[src/rtl/fwc_pkg.sv]
package fwc_pkg;

    typedef enum logic [1:0] {
        STY_LEAD   = 2'd0,
        STY_CENTER = 2'd1,
        STY_FULL   = 2'd2,
        STY_STREAM = 2'd3
    } style_e;

    typedef enum logic [1:0] {
        PH_IDLE  = 2'd0,
        PH_RUN   = 2'd1,
        PH_CLEAR = 2'd2
    } phase_e;

endpackage

[src/rtl/fwc_window.sv]
// Derives the emission window of one stream from its latched configuration.
module fwc_window
    import fwc_pkg::*;
#(
    parameter int LEN_W = 12,
    parameter int TAP_W = 6,
    localparam int CNT_W = LEN_W + 1
) (
    input  logic [LEN_W-1:0] len,
    input  logic [TAP_W-1:0] taps,
    input  style_e           style,
    output logic [CNT_W-1:0] skip,
    output logic [CNT_W-1:0] total,
    output logic             endless
);
    logic [CNT_W-1:0] tail;
    logic [CNT_W-1:0] half;

    always_comb begin
        // L-1 zero samples flush the complete tail of the convolution
        tail    = (taps == '0) ? '0 : CNT_W'(taps) - CNT_W'(1);
        half    = tail >> 1;
        endless = (style == STY_STREAM);
        skip    = '0;
        total   = CNT_W'(len);
        case (style)
            STY_CENTER: begin
                skip  = half;
                total = CNT_W'(len) + half;
            end
            STY_FULL:   total = CNT_W'(len) + tail;
            default:    total = CNT_W'(len);
        endcase
    end

endmodule

[src/rtl/fwc_feeder.sv]
// Hands N real samples to the core, then injects zero samples up to the window end.
module fwc_feeder #(
    parameter int DATA_W = 8,
    parameter int LEN_W  = 12,
    localparam int CNT_W = LEN_W + 1
) (
    input  logic              clk,
    input  logic              rst_n,
    input  logic              clear,
    input  logic              run,
    input  logic [LEN_W-1:0]  len,
    input  logic [CNT_W-1:0]  total,
    input  logic              endless,
    input  logic [DATA_W-1:0] in_data,
    input  logic              in_vld,
    output logic              in_rdy,
    output logic [DATA_W-1:0] core_din,
    output logic              core_din_vld
);
    typedef struct packed {
        logic [CNT_W-1:0] fed;
    } feed_t;

    feed_t st_d, st_q;
    logic  real_phase;
    logic  zero_phase;

    always_comb begin
        st_d       = st_q;
        real_phase = st_q.fed < CNT_W'(len);
        zero_phase = !real_phase && (st_q.fed < total);
        in_rdy     = run && (endless || real_phase);
        core_din   = '0;
        core_din_vld = 1'b0;
        if (run) begin
            if (endless || real_phase) begin
                core_din     = in_data;
                core_din_vld = in_vld;
            end else if (zero_phase) begin
                core_din_vld = 1'b1;
            end
        end
        if (clear) begin
            st_d.fed = '0;
        end else if (core_din_vld && !endless) begin
            st_d.fed = st_q.fed + CNT_W'(1);
        end
    end

    always_ff @(posedge clk) begin
        if (!rst_n) begin
            st_q <= '0;
        end else begin
            st_q <= st_d;
        end
    end

endmodule

[src/rtl/fwc_gate.sv]
// Counts core results and forwards only those inside the window, marking the last.
module fwc_gate #(
    parameter int CORE_W = 16,
    parameter int LEN_W  = 12,
    localparam int CNT_W = LEN_W + 1
) (
    input  logic              clk,
    input  logic              rst_n,
    input  logic              clear,
    input  logic              run,
    input  logic [CNT_W-1:0]  skip,
    input  logic [CNT_W-1:0]  total,
    input  logic              endless,
    input  logic [CORE_W-1:0] core_dout,
    input  logic              core_dout_vld,
    output logic [CORE_W-1:0] out_data,
    output logic              out_vld,
    output logic              out_last
);
    typedef struct packed {
        logic [CNT_W-1:0]  idx;
        logic [CORE_W-1:0] data;
        logic              vld;
        logic              last;
    } gate_t;

    gate_t st_d, st_q;
    logic  in_win;

    always_comb begin
        st_d      = st_q;
        st_d.vld  = 1'b0;
        st_d.last = 1'b0;
        in_win    = (st_q.idx >= skip) && (st_q.idx < total);
        if (clear) begin
            st_d = '0;
        end else if (run && core_dout_vld) begin
            if (endless) begin
                st_d.vld  = 1'b1;
                st_d.data = core_dout;
            end else begin
                st_d.idx = st_q.idx + CNT_W'(1);
                if (in_win) begin
                    st_d.vld  = 1'b1;
                    st_d.data = core_dout;
                    st_d.last = (st_q.idx == total - CNT_W'(1));
                end
            end
        end
    end

    always_ff @(posedge clk) begin
        if (!rst_n) begin
            st_q <= '0;
        end else begin
            st_q <= st_d;
        end
    end

    assign out_data = st_q.data;
    assign out_vld  = st_q.vld;
    assign out_last = st_q.last;

endmodule

[src/rtl/fir_window_ctl.sv]
module fir_window_ctl
    import fwc_pkg::*;
#(
    parameter int DATA_W = 8,
    parameter int CORE_W = 16,
    parameter int LEN_W  = 12,
    parameter int TAP_W  = 6,
    localparam int CNT_W = LEN_W + 1
) (
    input  logic              clk,
    input  logic              rst_n,
    input  logic              start,
    input  logic [LEN_W-1:0]  cfg_len,
    input  logic [TAP_W-1:0]  cfg_taps,
    input  logic [1:0]        cfg_style,
    input  logic              recfg_done,
    input  logic [DATA_W-1:0] in_data,
    input  logic              in_vld,
    output logic              in_rdy,
    output logic [DATA_W-1:0] core_din,
    output logic              core_din_vld,
    output logic              core_clr,
    input  logic [CORE_W-1:0] core_dout,
    input  logic              core_dout_vld,
    output logic [CORE_W-1:0] out_data,
    output logic              out_vld,
    output logic              out_last,
    output logic              fifo_flush
);
    typedef struct packed {
        phase_e           phase;
        logic [LEN_W-1:0] len;
        logic [TAP_W-1:0] taps;
        style_e           style;
        logic             flush;
    } ctl_t;

    ctl_t             st_d, st_q;
    logic             take;
    logic             sub_clear;
    logic             run;
    logic [CNT_W-1:0] skip;
    logic [CNT_W-1:0] total;
    logic             endless;

    always_comb begin
        st_d       = st_q;
        st_d.flush = 1'b0;
        take       = start && (st_q.phase == PH_IDLE) && !recfg_done;
        sub_clear  = take || recfg_done;
        if (recfg_done) begin
            st_d.phase = PH_CLEAR;
            st_d.flush = 1'b1;
        end else begin
            case (st_q.phase)
                PH_IDLE: if (take) begin
                    st_d.phase = PH_RUN;
                    st_d.len   = cfg_len;
                    st_d.taps  = cfg_taps;
                    st_d.style = style_e'(cfg_style);
                end
                PH_RUN:   if (out_last) st_d.phase = PH_CLEAR;
                default:  st_d.phase = PH_IDLE;
            endcase
        end
    end

    always_ff @(posedge clk) begin
        if (!rst_n) begin
            st_q <= '0;
        end else begin
            st_q <= st_d;
        end
    end

    assign run        = (st_q.phase == PH_RUN);
    assign core_clr   = (st_q.phase == PH_CLEAR);
    assign fifo_flush = st_q.flush;

    fwc_window #(.LEN_W(LEN_W), .TAP_W(TAP_W)) u_window (
        .len     (st_q.len),
        .taps    (st_q.taps),
        .style   (st_q.style),
        .skip    (skip),
        .total   (total),
        .endless (endless)
    );

    fwc_feeder #(.DATA_W(DATA_W), .LEN_W(LEN_W)) u_feeder (
        .clk          (clk),
        .rst_n        (rst_n),
        .clear        (sub_clear),
        .run          (run),
        .len          (st_q.len),
        .total        (total),
        .endless      (endless),
        .in_data      (in_data),
        .in_vld       (in_vld),
        .in_rdy       (in_rdy),
        .core_din     (core_din),
        .core_din_vld (core_din_vld)
    );

    fwc_gate #(.CORE_W(CORE_W), .LEN_W(LEN_W)) u_gate (
        .clk           (clk),
        .rst_n         (rst_n),
        .clear         (sub_clear),
        .run           (run),
        .skip          (skip),
        .total         (total),
        .endless       (endless),
        .core_dout     (core_dout),
        .core_dout_vld (core_dout_vld),
        .out_data      (out_data),
        .out_vld       (out_vld),
        .out_last      (out_last)
    );

endmodule

[config.mk]
export PLATFORM = sky130hd
export DESIGN_NAME = fir_window_ctl
export DESIGN_NICKNAME = d
export VERILOG_FILES = /design/src/rtl/fwc_pkg.sv /design/src/rtl/fwc_window.sv /design/src/rtl/fwc_feeder.sv /design/src/rtl/fwc_gate.sv /design/src/rtl/fir_window_ctl.sv
export SDC_FILE = /design/constraint.sdc
export NUM_CORES = 1
export LEC_CHECK = 0
export BUFFER_PORTS_ARGS = -buffer_cell sky130_fd_sc_hd__buf_2
export CELL_PAD_IN_SITES_DETAIL_PLACEMENT = 0
export CELL_PAD_IN_SITES_GLOBAL_PLACEMENT = 1
export CORE_MARGIN = 4
export CORE_UTILIZATION = 35
export CTS_BUF_LIST = sky130_fd_sc_hd__clkbuf_8
export DETAILED_ROUTE_END_ITERATION = 10
export GPL_ROUTABILITY_DRIVEN = 0
export PLACE_DENSITY_LB_ADDON = 0.1
export SLEW_MARGIN = 20
export SYNTH_ARGS = -nofsm -noshare
export SYNTH_HDL_FRONTEND = slang
export SYNTH_HIERARCHICAL = 1
export SYNTH_SLANG_ARGS = --single-unit
[constraint.sdc]
create_clock -name clk -period 5.8 [get_ports clk]
set_input_delay 0.58 -clock clk [delete_from_list [all_inputs] [get_ports clk]]
set_output_delay 0.58 -clock clk [all_outputs]
set_load 0.01 [all_outputs]
# [Yosys cells after proc, flatten, opt, wreduce, memory -nomap -nowiden]
# Index checks and enable logic that the tools add are counted.
[totals] wordCells=75 ff_bits=67
[classes] reduce_logical=24 addsub=6 n_bitwise=5 order_cmp=4 eq_ne=10 n_mux=15
[ops] operator="adder 13 x 1 -> 13 bit (second input constant)" count=2
[ops] operator="< comparator 13 bit" count=2
[ops] operator="case mux 13 bit (2 select lines)" count=1
[ops] operator="2-to-1 mux 22 bit" count=1
[ops] operator="2-to-1 mux 18 bit" count=1
[ops] operator="2-to-1 mux 17 bit" count=1
[ops] operator="2-to-1 mux 8 bit" count=2
[ops] operator="adder 12 x 12 -> 13 bit" count=1
[ops] operator="adder 12 x 13 -> 13 bit" count=1
[ops] operator="== test 13 bit" count=1
[ops] operator=">= comparator 13 x 12 -> 1 bit" count=1
[ops] operator="< comparator 13 x 12 -> 1 bit" count=1
[ops] operator="2-to-1 mux 13 bit" count=1
[ops] operator="subtractor 13 x 1 -> 13 bit (second input constant)" count=1
[ops] operator="2-to-1 mux 12 bit" count=1
[ops] operator="AND reduction 2 bit" count=4
[ops] operator="logical AND 1 bit" count=7
[ops] operator="subtractor 6 x 1 -> 7 bit (second input constant)" count=1
[ops] operator="== test 2 bit (second input constant)" count=3
[ops] operator="zero test 6 bit" count=1
[ops] operator="inverter 1 bit" count=5
[ops] operator="OR reduction 5 bit" count=1
[ops] operator="== test 2 x 1 -> 1 bit (second input constant)" count=2
[ops] operator="2-to-1 mux 1 bit" count=4
[ops] operator="13 further kinds" count=18

# [Longest topological paths before layout]
# Gate-level depths: netlist (run 1).
[depth] word_depth=10 ltp_mapped=24 depth_no_buf=22

# [Cells and area by module]
# The synthesis (run 1) kept the hierarchy.
[modules_own_cells] mod="fwc_gate" instances=1 cells_each=299 seq_area_each_um2=620.6 area_each_um2=2378.5
[modules_own_cells] mod="fwc_feeder" instances=1 cells_each=174 seq_area_each_um2=260.2 area_each_um2=1303.8
[modules_own_cells] mod="fwc_window" instances=1 cells_each=163 seq_area_each_um2=0.0 area_each_um2=1121.1
[modules_own_cells] mod="fir_window_ctl" instances=1 cells_each=101 seq_area_each_um2=460.4 area_each_um2=948.4

# [Least setup slack after synthesis (run 1)]
# No wires, ideal clock.
[synth_path] kind="register to output" startpoint="reg, netlist name st_q[3]" endpoint="out core_din_vld" stages_incl_launch_ff=19 path_buffers=2 setup_slack_ns=0.926 required_ns=5.220 arrival_time_ns=4.294 cell_sequence="dfxtp_1 -> inv_1 -> ha_1 -> nor4_2 -> ha_1 -> buf_4 -> a21oi_2 -> o21ai_2 -> a221o_1 -> a311oi_1 -> inv_1 -> ha_1 -> and4_1 -> o31ai_1 -> or4_1 -> o21ai_1 -> mux2_4 -> buf_6 -> inv_1"
[synth_lines] item="end: declaration" line_no="fir_window_ctl.sv:21" text="output logic core_din_vld,"

==> results of run 1 <==
[cell type report]
cell class / count / area (µm²) / area share
multi-input combinational: 553 / 3931 / 0.6050
timing repair buffer: 92 / 493.0 / 0.07587
sequential: 67 / 1343 / 0.2066
clock inverter: 7 / 77.57 / 0.01194
tap: 216 / 270.3 / 0.04159
clock buffer: 9 / 123.9 / 0.01906
inverter: 69 / 259.0 / 0.03986
[sequential cells by signal, summed over array words and instances (netlist names)]
| name | flops |
|---|---|
| st_q | 22 |
| fifo_flush | 1 |
| u_gate/st_q | 13 |
| u_gate/out_last | 1 |
| u_feeder/st_q | 13 |
| u_gate/out_vld | 1 |
| u_gate/out_data | 16 |
[power groups by stage]
stage | clock [mW] | combinational, mW | sequential [mW]
after floorplan | 0 | 0.238 | 0.485
after global placement | 0 | 0.308 | 0.489
after detailed placement | 0 | 0.310 | 0.489
after CTS | 0.427 | 0.313 | 0.478
after global routing | 0.442 | 0.363 | 0.480
final | 0.404 | 0.322 | 0.478
[cells in the mapped netlist (all sizes together) (4+ instances only)]
cell,number
nand2,116
ha,69
inv,68
dfxtp,67
a21oi,47
mux2i,41
nor2,38
buf,35
o21ai,30
xnor2,18
and3,15
nand3,15
clkbuf,14
xor2,14
or3,13
nand4,12
nor2b,11
nor3,9
nor4,9
o31ai,8
or4,8
a211oi,7
a21o,7
nand2b,6
and2,5
o211ai,5
a31oi,4
nor3b,4
[metrics by stage]
step	total power, mW	instance area [µm²]	cells	setup WS (ns)	util
4_1_cts	1.218	6384	1008	0.08128	0.3990
2_1_floorplan	0.7233	5752	737	0.9256	-
6_report	1.205	6497	1013	0.3731	0.4061
3_3_place_gp	0.7964	6175	991	0.5393	0.3859
5_1_grt	1.284	6497	1013	-0.01751	0.4061
3_5_place_dp	0.7997	6175	991	0.3851	0.3859
[worst paths after layout]
path,end,startpoint
max,core_din_vld,st_q[5]
min,u_gate/out_data[11],core_dout[11]
max reg2reg,u_feeder/st_q[11],st_q[5]
min reg2reg,u_gate/out_data[1],u_gate/out_data[1]
[worst min-delay path, stage by stage]
cell,delay (ns)
buf_2,0.09
nand2_1,0.04
mux2i_1,0.05
[per-layer routing]
layer / vias up / part of all wire / wire, µm / GRT usage
met2: 82 / 0.45 / 6631 / 0.2504
met1: 2370 / 0.49 / 7130 / 0.2159
li1: 2663 / - / - / -
met5: - / 0 / 0 / 0
met4: 0 / 0.011 / 164 / 0.04535
met3: 10 / 0.048 / 695 / 0.03146
[timing repair]
action	4_1_cts	5_1_grt
gates cloned	0	1
pin swaps	1	3
endpoints found under the setup margin	1	1
hold buffers	0	0
buffers inserted	1	4
gates resized for setup	0	18
[kinds of logic after synthesis]
| logic type | count (synthesis) |
|---|---|
| and+or+nand+nor | 277 |
| AOI/OAI and AO/OA | 128 |
| buffers and inverters | 118 |
| adders and majority gates | 70 |
| DFF | 67 |
| muxes | 44 |
| xor gates and xnor gates | 32 |
| other | 1 |
==> impl_metrics.env, run 1 <==
export IMPL_ys_seq_elements=67
export IMPL_syn_to_final_growth_pct=12.96
export IMPL_synthMuxAreaShare=0.07788
export IMPL_yosys_area_share_simple=0.2425
export IMPL_finish_net_count=912
export IMPL_numPortBuffers=79
export IMPL_p_per_area_nw_per_um2=185.5
export IMPL_synth_edf_count=0
export IMPL_synth_avg_cell_area_um2=7.804
export IMPL_h_tree_depth=3
export IMPL_die_x_um=136.2
export IMPL_slew_limit_headroom=0.4503
export IMPL_clkSinkCount=67
export IMPL_netlist_area_um2=5752
export IMPL_setup_viol=0
export IMPL_die_height_um=136.2
export IMPL_n_antenna_cell=0
export IMPL_cpLargestDelayFamily="simple AND/OR/NAND/NOR gates"
export IMPL_r2r_slack_ns=0.84
export IMPL_synth_warnings=6
export IMPL_grt_pass1_wl_um=23500
export IMPL_final_cell_mix="nand2_1, buf_2, inv_1, dfxtp_1, ha_1"
export IMPL_crit_chain="nor3_1, nand2_1, a21oi_1, mux2i_1, ha_1, a211oi_4, a21oi_2, buf_4, or4_1, nand3_2, inv_1, ha_1, nand2_1, or4_1, o21ai_2, mux2_4, inv_1, buf_2"
export IMPL_crit_buf_inv=4
export IMPL_crit_fanout=8
export IMPL_synth_async_reset_ratio=0
export IMPL_min_period_over_period=0.9357
export IMPL_io_pins=80
export IMPL_routed_via_density=5.059
export IMPL_worst_ep_arrival_time_ns=4.85
export IMPL_cp_required_ns=5.22
export IMPL_p_seq_frac=0.397
export IMPL_grt_remaining_overflow=0
export IMPL_drc=0
export IMPL_coreArea_um2=16000
export IMPL_antenna_found_initial=0
export IMPL_wl_per_cell_um=14.43
export IMPL_start_kind="register"
export IMPL_synth_area_leaders="dfxtp_1, ha_1, nand2_1, mux2i_1, inv_1"
export IMPL_pwr_share_clk=0.335
export IMPL_yosys_area_share_adder=0.1536
export IMPL_dieArea_um2=18550
export IMPL_synth_top_area_cell="dfxtp_1"
export IMPL_start_util=0.3595
export IMPL_path_clk_slew_ns=0.09
export IMPL_drive_gt1_frac=0.1794
export IMPL_vdd_drop_max_v=0.00008882
export IMPL_ys_dominant_reg_cell="dfxtp_1"
export IMPL_drt_iter0_drc=211
export IMPL_r2r_cells=19
export IMPL_finalHoldWorstSlack_ns=0.4451
export IMPL_path_depth=18
export IMPL_endpoint_kind="output pin"
export IMPL_row_count=46
export IMPL_drv_cap=0
export IMPL_grt_usage=0.1574
export IMPL_hold_path_class="input port to register"
export IMPL_synth_top_family_by_area="simple AND/OR/NAND/NOR gates"
export IMPL_syn_inst=737
export IMPL_switchingPower_mw=0.3989
export IMPL_hold_viol_final=0
export IMPL_grt_max_degree=47
export IMPL_clk_latency_ns=0.37
export IMPL_firstDrtPassIters=4
export IMPL_synth_seq_area_share=0.2332
export IMPL_via_count=5125
export IMPL_comb_power_share=0.268
export IMPL_synthesis_nets=857
export IMPL_max_stage_delay_ns=0.53
export IMPL_filler_cell_count=1702
export IMPL_worstHoldPathCells=3
export IMPL_hpwl_um=11520
export IMPL_crit_slowest_cell="or4_1"
export IMPL_antenna_left=0
export IMPL_path_class="register to output pin"
export IMPL_yosysUniqueCellTypes=72
export IMPL_cts_tree="done"
export IMPL_wirelength_um=14620
export IMPL_status="finished, final reports clean"
export IMPL_cts_path_max_buffers=2
export IMPL_synth_xor_xnor_area_share=0.04873
export IMPL_p_int_mw=0.8061
export IMPL_tightest_slew_ns=0.8159
export IMPL_numCtsBuffers=9
export IMPL_tns_ns=0
export IMPL_skew_ns=0.01116
export IMPL_synth_compound_area_share=0.1453
export IMPL_fin_crit_ns=5.427
export IMPL_cts_root_buf="clkbuf_8"
export IMPL_p_leak_nw=2.728
export IMPL_yosys_area_top_type_share=0.2332
export IMPL_slew_violations=0
export IMPL_max_freq_mhz=184.3
export IMPL_final_common_cell="nand2_1"
export IMPL_switching_share=0.3310
export IMPL_first_global_vias=4771
(Power assumes the default switching activity.)
==> run 2, diff against run 1 <==
--- a/config.mk
+++ b/config.mk
@@ -5,6 +5,7 @@
 export SDC_FILE = /design/constraint.sdc
 export NUM_CORES = 1
 export LEC_CHECK = 0
+export ABC_AREA = 1
 export BUFFER_PORTS_ARGS = -buffer_cell sky130_fd_sc_hd__buf_2
 export CELL_PAD_IN_SITES_DETAIL_PLACEMENT = 0
 export CELL_PAD_IN_SITES_GLOBAL_PLACEMENT = 1
==> impl_metrics.env, run 2 <==
export IMPL_status="finished, final reports clean"
export IMPL_grt_pass1_wl_um=29530
export IMPL_min_to="fifo_flush"
export IMPL_tns_ns=0
export IMPL_total_power_mw=1.408
export IMPL_p_per_area_nw_per_um2=196.0
export IMPL_synth_edf_count=0
export IMPL_ys_seq_elements=67
export IMPL_numCtsBuffers=9
export IMPL_synth_seq_area_share=0.2025
export IMPL_n_antenna_cell=0
export IMPL_postCtsHoldBufs=0
export IMPL_regToRegStartpoint="st_q[3]"
export IMPL_fin_crit_ns=4.948
export IMPL_synth_async_reset_ratio=0
export IMPL_routed_via_density=4.525
export IMPL_slew_violations=0
export IMPL_r2r_cells=29
export IMPL_cts_path_max_buffers=2
export IMPL_finish_net_count=1259
export IMPL_wl_per_cell_um=12.84
export IMPL_antenna_found_initial=0
export IMPL_io_pins=80
export IMPL_drive_gt1_frac=0.1259
export IMPL_grt_max_degree=34
export IMPL_postLayoutCoreUtil=0.3854
export IMPL_hold_path_class="input port to register"
export IMPL_cts_resized_gates=0
export IMPL_hold_start="recfg_done"
export IMPL_synth_area_leaders="dfxtp_1, nand2_1, inv_1, ha_1, nor2_1"
export IMPL_drc=0
export IMPL_drv_cap=0
export IMPL_dp_slack_ns=1.221
export IMPL_start_kind="register"
export IMPL_largest_reg_flops=22
export IMPL_path_class="register to output pin"
export IMPL_cts_setup_buffers=0
export IMPL_area_sequential_um2=1341
export IMPL_cp_required_ns=5.22
export IMPL_start_util=0.3552
export IMPL_firstDrtPassIters=4
export IMPL_max_freq_mhz=202.1
export IMPL_grt_remaining_overflow=0
export IMPL_via_count=6235
export IMPL_clkSinkCount=67
export IMPL_clk_latency_ns=0.37
export IMPL_synth_avg_cell_area_um2=6.043
export IMPL_top_register="st_q"
export IMPL_yosys_area_top_type_share=0.2025
export IMPL_first_global_vias=5761
export IMPL_final_common_cell="nand2_1"
export IMPL_worstHoldPathCells=3
export IMPL_cts_tree="done"
export IMPL_hold_viol_final=0
export IMPL_syn_to_final_growth_pct=8.483
export IMPL_setup_viol=0
export IMPL_skew_ns=0.01044
export IMPL_cts_root_buf="clkbuf_8"
export IMPL_r2r_slack_ns=1.35
export IMPL_ys_dominant_reg_cell="dfxtp_1"
export IMPL_rsz0062_at_grt="no"
export IMPL_path_clk_slew_ns=0.09
export IMPL_wirelength_um=17700
export IMPL_vdd_drop_max_v=0.00009163
export IMPL_setup_ws_ns=0.8523
export IMPL_coreArea_um2=18640
export IMPL_yosysMostFrequentCell="nand2_1"
export IMPL_synth_top_area_cell="dfxtp_1"
export IMPL_p_leak_nw=3.776
export IMPL_h_tree_depth=3
export IMPL_worst_ep_arrival_time_ns=4.37
export IMPL_antenna_left=0
export IMPL_die_height_um=145.6
export IMPL_row_count=50
export IMPL_min_period_over_period=0.8530
export IMPL_netlist_area_um2=6623
export IMPL_multi_input_area_um2=3986
export IMPL_numPortBuffers=79
export IMPL_slew_limit_headroom=0.2849
export IMPL_hpwl_um=14110
export IMPL_endpoint_kind="output pin"
export IMPL_grt_usage=0.1693
export IMPL_yosysUniqueCellTypes=45
export IMPL_tightest_slew_ns=1.069
export IMPL_r2r_end="u_gate/out_data[7]"
export IMPL_drt_iter0_drc=294
export IMPL_dieArea_um2=21190
export IMPL_synth_warnings=6
export IMPL_syn_inst=1096
export IMPL_filler_cell_count=2101
export IMPL_synthesis_nets=1216
export IMPL_final_cell_mix="nand2_1, inv_1, nor2_1, buf_2, ha_1"
export IMPL_synth_common_cells="nand2_1, inv_1, nor2_1"
export IMPL_die_x_um=145.6
export IMPL_crit_fanout=6
-- run 2: cell types whose count changed after synthesis, moves of 13 or more --
cell | before | now
and3_1 | 15 | 1
or3_1 | 13 | 0
nor2_1 | 38 | 130
nand2_1 | 116 | 270
inv_1 | 68 | 243
nand3_1 | 15 | 58
mux2i_1 | 41 | 2
nand4_1 | 12 | 45
-- run 2: layout make-up --
type / count / area share
Multi-Input combinational cell: 727 / 0.5549
Clock inverter: 7 / 0.01062
Timing Repair Buffer: 82 / 0.05817
Tap cell: 234 / 0.04075
Inverter: 252 / 0.1317
Sequential cell: 67 / 0.1867
Clock buffer: 9 / 0.01724
-- run 2: critical path, cell delays in order, from the launching register on --
cell and delay [ns]:
dfxtp_1 0.35, inv_1 0.09, ha_1 0.20, inv_1 0.07
nor2_2 0.05, inv_2 0.09, nand2_2 0.07, inv_2 0.05
o21ai_1 0.05, inv_1 0.06, ha_1 0.17, inv_1 0.06
fa_1 0.41, inv_1 0.14, nand3_1 0.08, nand3_1 0.15
xnor2_1 0.12, o21ai_1 0.42, inv_1 0.09, ha_1 0.32
a21oi_1 0.16, nand2_1 0.07, nor2_1 0.09, nor2_1 0.05
nor2_1 0.17, nand3_2 0.13, a21boi_0 0.16, buf_2 0.15
-- run 2: per-stage QoR --
step | std cells | hold slack [ns] | area (µm²)
final | 1378 | 0.4209 | 7184
after global routing | 1378 | 0.4503 | 7184
after CTS | 1378 | 0.3998 | 7184
after detailed placement | 1362 | 0.4635 | 6984
after global placement | 1362 | 0.4622 | 6984
after floorplan | 1096 | 0.4528 | 6623
-- run 2: cells by family (layout without fill, tap and decap cells) --
logic type      after synthesis  after routing  share of synthesized area
simple gates                556            556                     0.3733
buf+inv                     302            350                     0.1959
compound gates               77             77                    0.06348
fa+ha+maj                    70             70                     0.1334
flops                        67             67                     0.2025
xor+xnor                     21             21                    0.02777
mux                           2              2                   0.003023
other cells                   1              1                  0.0005662
-- run 2: layer usage --
| layer | vias to the layer above | GRT usage | wire [µm] |
|---|---|---|---|
| met3 | 11 | 0.03613 | 795 |
| met4 | 0 | 0.03324 | 175 |
| met5 | - | 0 | 0 |
| li1 | 3432 | - | - |
| met1 | 2667 | 0.2301 | 8821 |
| met2 | 125 | 0.2793 | 7905 |
-- run 2: worst max-delay path by stage --
stage	slack [ns]	endpoint	startpoint	cells after the start
final	0.85	core_din_vld	st_q[3]	27
after global routing	0.30	core_din_vld	st_q[3]	27
after CTS	0.78	core_din_vld	st_q[3]	27
after detailed placement	1.22	core_din_vld	st_q[3]	27
after global placement	1.27	core_din_vld	st_q[3]	28
after floorplan	1.79	core_din_vld	st_q[3]	26
-- run 2: power breakdown --
| group | switching, mW | leakage, nW | internal [mW] |
|---|---|---|---|
| logic | 0.339 | 3.14 | 0.173 |
| registers | 0.0157 | 0.544 | 0.471 |
| clock network | 0.209 | 0.0958 | 0.201 |
| total | 0.563 | 3.78 | 0.845 |
